--- config.mk ---
export PLATFORM = sky130hd
export DESIGN_NAME = sleep_seq
export DESIGN_NICKNAME = d
export VERILOG_FILES = /design/src/rtl/sleep_seq.sv
export SDC_FILE = /design/constraint.sdc
export NUM_CORES = 1
export LEC_CHECK = 0
export BUFFER_PORTS_ARGS = -buffer_cell sky130_fd_sc_hd__clkbuf_2
export CAP_MARGIN = 5
export CORE_MARGIN = 2
export CORE_UTILIZATION = 55
export CTS_BUF_LIST = sky130_fd_sc_hd__clkbuf_8
export DETAILED_ROUTE_END_ITERATION = 10
export PLACE_DENSITY_LB_ADDON = 0.25
export SYNTH_ARGS = -nofsm -noshare
export SYNTH_HDL_FRONTEND = slang
export SYNTH_SLANG_ARGS = --single-unit
--- constraint.sdc ---
create_clock -name clk -period 1.8 [get_ports clk]
set_input_delay 0.09 -clock clk [delete_from_list [all_inputs] [get_ports clk]]
set_output_delay 0.09 -clock clk [all_outputs]
set_load 0.05 [all_outputs]
--- src/rtl/sleep_seq.sv ---
module sleep_seq #(
  parameter int RETRY_MAX = 40,
  parameter int POLL_CYC  = 100000,
  parameter int RSM_DLY   = 10000
) (
  input  logic       clk,
  input  logic       rst_n,
  input  logic       pwr_on_req,
  input  logic       slp_s0_n,
  input  logic       slp_s3_n,
  input  logic       slp_s4_n,
  input  logic       slp_sus_n,
  input  logic       core_pg,
  input  logic       chg_ready,
  input  logic       shdn_want,
  input  logic       throttle_req,
  input  logic       rsm_pg,
  output logic [3:0] state_o,
  output logic       bl_en,
  output logic       prochot,
  output logic       pmic_sus_n,
  output logic       pwrbtn_press,
  output logic       rsmrst_n,
  output logic       ev_startup,
  output logic       ev_resume,
  output logic       ev_suspend,
  output logic       ev_shutdown
);
  localparam int PW = $clog2(POLL_CYC + 1);
  localparam int TW = $clog2(RETRY_MAX + 1);
  localparam int RW = $clog2(RSM_DLY + 1);

  typedef enum logic [3:0] {
    OFF = 4'd0, CHG = 4'd1, SOFT = 4'd2, SF_SU = 4'd3, SUSP = 4'd4, SU_RUN = 4'd5,
    RUN = 4'd6, RUN_SU = 4'd7, RUN_ID = 4'd8, IDLE = 4'd9, ID_RUN = 4'd10,
    SU_SF = 4'd11, SF_OFF = 4'd12
  } st_t;

  st_t state, nxt;
  logic force_sd;
  logic [PW-1:0] poll_cnt;
  logic [TW-1:0] tries;
  logic [RW-1:0] rsm_cnt;
  wire poll_end = (poll_cnt == PW'(POLL_CYC - 1));
  wire exhausted = !chg_ready && poll_end && (tries == TW'(RETRY_MAX - 1));

  assign state_o = state;

  always_comb begin
    nxt = state;
    force_sd = 1'b0;
    case (state)
      OFF:    if (pwr_on_req) nxt = CHG;
      CHG:
        if (shdn_want || exhausted) begin
          force_sd = 1'b1;
          nxt = OFF;
        end else if (chg_ready && slp_sus_n) nxt = SOFT;
      SOFT:   if (slp_s4_n) nxt = SF_SU;
      SF_SU:
        if (!core_pg) begin
          force_sd = 1'b1;
          nxt = SF_OFF;
        end else nxt = SUSP;
      SUSP:
        if (!core_pg) begin
          force_sd = 1'b1;
          nxt = SU_SF;
        end else if (slp_s3_n) nxt = SU_RUN;
        else if (!slp_s4_n) nxt = SU_SF;
      SU_RUN:
        if (!core_pg) begin
          force_sd = 1'b1;
          nxt = SU_SF;
        end else nxt = RUN;
      RUN:
        if (!core_pg) begin
          force_sd = 1'b1;
          nxt = RUN_SU;
        end else if (!slp_s0_n && slp_s3_n) nxt = RUN_ID;
        else if (!slp_s3_n) nxt = RUN_SU;
      RUN_SU: nxt = SUSP;
      RUN_ID: nxt = IDLE;
      IDLE:   if (slp_s0_n && slp_s3_n) nxt = ID_RUN;
      ID_RUN: nxt = RUN;
      SU_SF:  nxt = SOFT;
      SF_OFF: nxt = OFF;
      default: nxt = OFF;
    endcase
  end

  always_ff @(posedge clk or negedge rst_n) begin
    if (!rst_n) begin
      state        <= OFF;
      poll_cnt     <= '0;
      tries        <= '0;
      pwrbtn_press <= 1'b0;
      bl_en        <= 1'b0;
      prochot      <= 1'b0;
      pmic_sus_n   <= 1'b0;
      ev_startup   <= 1'b0;
      ev_resume    <= 1'b0;
      ev_suspend   <= 1'b0;
      ev_shutdown  <= 1'b0;
    end else begin
      state <= nxt;

      if (state != CHG) begin
        poll_cnt <= '0;
        tries    <= '0;
      end else if (!chg_ready) begin
        if (poll_end) begin
          poll_cnt <= '0;
          tries    <= tries + 1'b1;
        end else poll_cnt <= poll_cnt + 1'b1;
      end

      if (force_sd && state != OFF) pwrbtn_press <= 1'b1;
      else if (nxt == SOFT && state != SOFT) pwrbtn_press <= 1'b0;

      if (state == SU_RUN && core_pg) bl_en <= 1'b1;
      else if (state == RUN_SU) bl_en <= 1'b0;

      if ((state == SU_RUN && core_pg) || state == RUN) prochot <= throttle_req;

      if (state == SF_OFF) pmic_sus_n <= 1'b0;
      else if (nxt != OFF && nxt != SF_OFF) pmic_sus_n <= slp_sus_n;

      ev_startup  <= state == SF_SU && core_pg;
      ev_resume   <= (state == SU_RUN && core_pg) || state == ID_RUN;
      ev_suspend  <= state == RUN_SU || state == RUN_ID;
      ev_shutdown <= state == SU_SF;
    end
  end

  always_ff @(posedge clk or negedge rst_n) begin
    if (!rst_n) begin
      rsmrst_n <= 1'b0;
      rsm_cnt  <= '0;
    end else if (!rsm_pg) begin
      rsmrst_n <= 1'b0;
      rsm_cnt  <= '0;
    end else if (!rsmrst_n) begin
      if (rsm_cnt == RW'(RSM_DLY - 1)) rsmrst_n <= 1'b1;
      else rsm_cnt <= rsm_cnt + 1'b1;
    end
  end


  legal_state_chk: assert property (@(posedge clk) disable iff (!rst_n)
    state_o <= 4'd12);

  down_to_soft_chk: assert property (@(posedge clk) disable iff (!rst_n)
    state_o == 4'd11 |=> state_o == 4'd2);

  press_rise_chk: assert property (@(posedge clk) disable iff (!rst_n)
    $rose(pwrbtn_press) |-> $past(state_o) != 4'd0);

  press_fall_chk: assert property (@(posedge clk) disable iff (!rst_n)
    $fell(pwrbtn_press) |-> state_o == 4'd2);

  bl_rise_chk: assert property (@(posedge clk) disable iff (!rst_n)
    $rose(bl_en) |-> $past(state_o) == 4'd5);

  sus_low_chk: assert property (@(posedge clk) disable iff (!rst_n)
    state_o == 4'd12 |=> (state_o == 4'd0 && !pmic_sus_n));

  rsm_drop_chk: assert property (@(posedge clk) disable iff (!rst_n)
    !rsm_pg |=> !rsmrst_n);

  ev_onehot_chk: assert property (@(posedge clk) disable iff (!rst_n)
    $onehot0({ev_startup, ev_resume, ev_suspend, ev_shutdown}));
endmodule

==> out/results.tsv <==
metric	value	unit
status	finished with violations	
failed_checks	setup timing	
min_period	1.88	ns
dieArea	5620	um2
first_iter_violations	146	
initial_core_util	57.9	%
ant_nets	0	
place_hpwl	4530	um
crit_buf_inv	1	
dp.cells	421	
rsz0062_at_grt	yes	
antenna_found_initial	0	
hold_depth	3	
worstReg2RegStart	state_o[1]	
vias	2496	
cp-startpoint	state_o[1]	
cts_buffer_depth	2	
clk_latency	0.31	ns
synth-seq-area-share	45.2	%
critPathArrivalTime	2.07	ns
yosysTopAreaCellShare	45.2	%
placed_area	3310	um2
cts_buffers	5	
fmax	532	MHz
clockRootBuffer	clkbuf_8	
min_to	pmic_sus_n	
cp_max_fo	6	
avgSynthCellArea	9.39	um2
fill_cells	327	
ys_ff_latch	50	
fin_worst_skew	0.0128	ns
dieHeight	75.0	um
setup_viol	8	
synth_ff_type	dfrtp_1	
syn_nets	310	
cp_cell_sequence	buf_4 > or2b_2 > o22ai_2 > or4_4 > o21ai_2 > o2111ai_2 > mux2i_1	
slew_headroom	60.3	%
io_buffers	24	
cts_htree_levels	2	
synth_most_common_cell	dfrtp_1	
grt-ovfl-total	0	
ioPinCount	25	
end_kind	register	
hp-start	slp_sus_n	
via_per_inst	5.63	
timing.final.hold_violations	0	
final_area	3670	um2
synthToLayoutAreaGrowth	32.5	%
antenna_cells	0	
finalNetCount	390	
detail_route.wl_per_cell	15.5	um
core_area	4790	um2
hold_class	in2reg	
wl	6870	um
synth_area_leaders	dfrtp_1, xnor2_1, nor2_1	
fin_ws	-0.0791	ns
synth_top_area_cell	dfrtp_1	
stdcell_count	443	
vdd_ir_drop_max	1.19	mV
grt_max_degree	24	
finish.utilization	76.7	%
synth_area	2770	um2
critPathLaunchType	register	
synth_enable_flop_cells	0	
required	1.99	ns
clk_pin_slew_worst_paths	0.09	ns
period_share	104	%
rows	25	
drc	0	
drv_slew	0	
max_cap_viol_count	0	
worstSetupPathType	reg2reg	
drive_gt1_share	36.2	%
synthTopCellsByCount	dfrtp_1, nor2_1, nand2_1	
p_leak	0.00163	uW
rrSetupSlack	-0.08	ns
worstRegToRegCells	7	
tightest_slew	0.596	ns
critPathMaxStageDelay	0.53	ns
power.density	1110	nW/um2
grt_usage	24.4	%
cts_tree	built	
crit_slowest_cell	or4_4	
yosys_warnings	0	
critPathTopFamily	simple AND/OR/NAND/NOR gates	
place.gp.congestion	0.867	
grt_pass1_vias	2329	
netlist-cell-type-count	55	
cts.sinks	50	
async_flop_share	100	%
die_w	75.0	um
grt_pass1_wl	10500	um
syn_inst	295	
r2r_end	pmic_sus_n	
firstDrtPassIters	4	
-- registers in the layout, indices dropped and copies added, names as in the netlist --
name          flops
bl_en             1
ev_resume         1
ev_shutdown       1
ev_startup        1
ev_suspend        1
pmic_sus_n        1
poll_cnt         17
prochot           1
pwrbtn_press      1
rsm_cnt          14
rsmrst_n          1
state_o           4
tries             6
-- worst register-to-register path: cells and delay by family (launching register included) --
family / cells / cell delay [ns]
flops: 1 / 0.44
buf+inv: 1 / 0.18
simple gates: 2 / 0.66
compound gates: 3 / 0.35
mux: 1 / 0.14
-- per-layer routing --
layer  track usage [%]  vias to the layer above  routed length [um]
met4              9.52                        0                 211
li1                  -                     1188                   -
met1              32.3                     1223                2950
met3              3.88                       20                 238
met5                 0                        -                   0
met2              40.2                       65                3470
-- how the worst max path moves through the flow --
stage                   endpoint  slack (ns)  cells after the start
finish                pmic_sus_n       -0.08                      7
global placement        tries[4]       -0.02                      5
CTS                     tries[4]       -0.06                      5
global route        pwrbtn_press       -0.16                      7
detailed placement      tries[4]       -0.12                      5
floorplan             pmic_sus_n       -0.11                      7
-- logic make-up after synthesis --
group,share of synthesized area [%]
xor+xnor,9.17
buf+inv,3.98
flops,45.2
fa+ha+maj,1.36
compound gates,10.9
simple gates,27.9
mux,1.45
-- what timing repair did --
action | in CTS | in global routing
pin swaps | 10 | 16
setup endpoints to repair | 27 | 30
hold buffers | 1 | 0
gates resized for setup | 14 | 18
buffers inserted | 5 | 8
hold endpoints to repair | 21 | 0
-- area by class of cell --
type                            count  area, um2  area share, %
Clock buffer                        6       82.6           2.25
Clock inverter                      2       8.76          0.239
Inverter                           11       41.3           1.13
Multi-Input combinational cell    221       1570           42.8
Sequential cell                    50       1260           34.2
Tap cell                           67       83.8           2.29
Timing Repair Buffer               86        624           17.0
-- through the flow --
step                TNS (ns)  power, uW  worst slack (ns)  hold WS [ns]
finish                -0.400       4070           -0.0791        0.0609
floorplan             -0.491       2560            -0.106        -0.206
global placement     -0.0401       3100           -0.0219         0.121
global route           -1.56       4260            -0.159        0.0824
detailed placement    -0.475       3130            -0.116         0.114
CTS                   -0.220       3970           -0.0550        0.0537
-- layout by cell type, fill, tap and decap left out, drive strengths merged, types with 3 or more instances in the layout --
cell	n
o21ai	15
xor2	9
and3	4
nor4	3
xnor2	20
mux2i	4
buf	61
inv	12
dfrtp	50
nor2	43
nand4	9
a31oi	4
or3	4
and2	7
nor3	5
a21oi	11
o211ai	3
nand3	13
clkbuf	30
nand2b	3
nor4b	3
o31ai	3
nand2	27
ha	3
-- where the power goes --
group,internal [uW],switching [uW]
Combinational,848,1140
Clock,305,376
Sequential,1240,154
Total,2400,1670
Note: power is estimated with default switching activity, not from simulation.
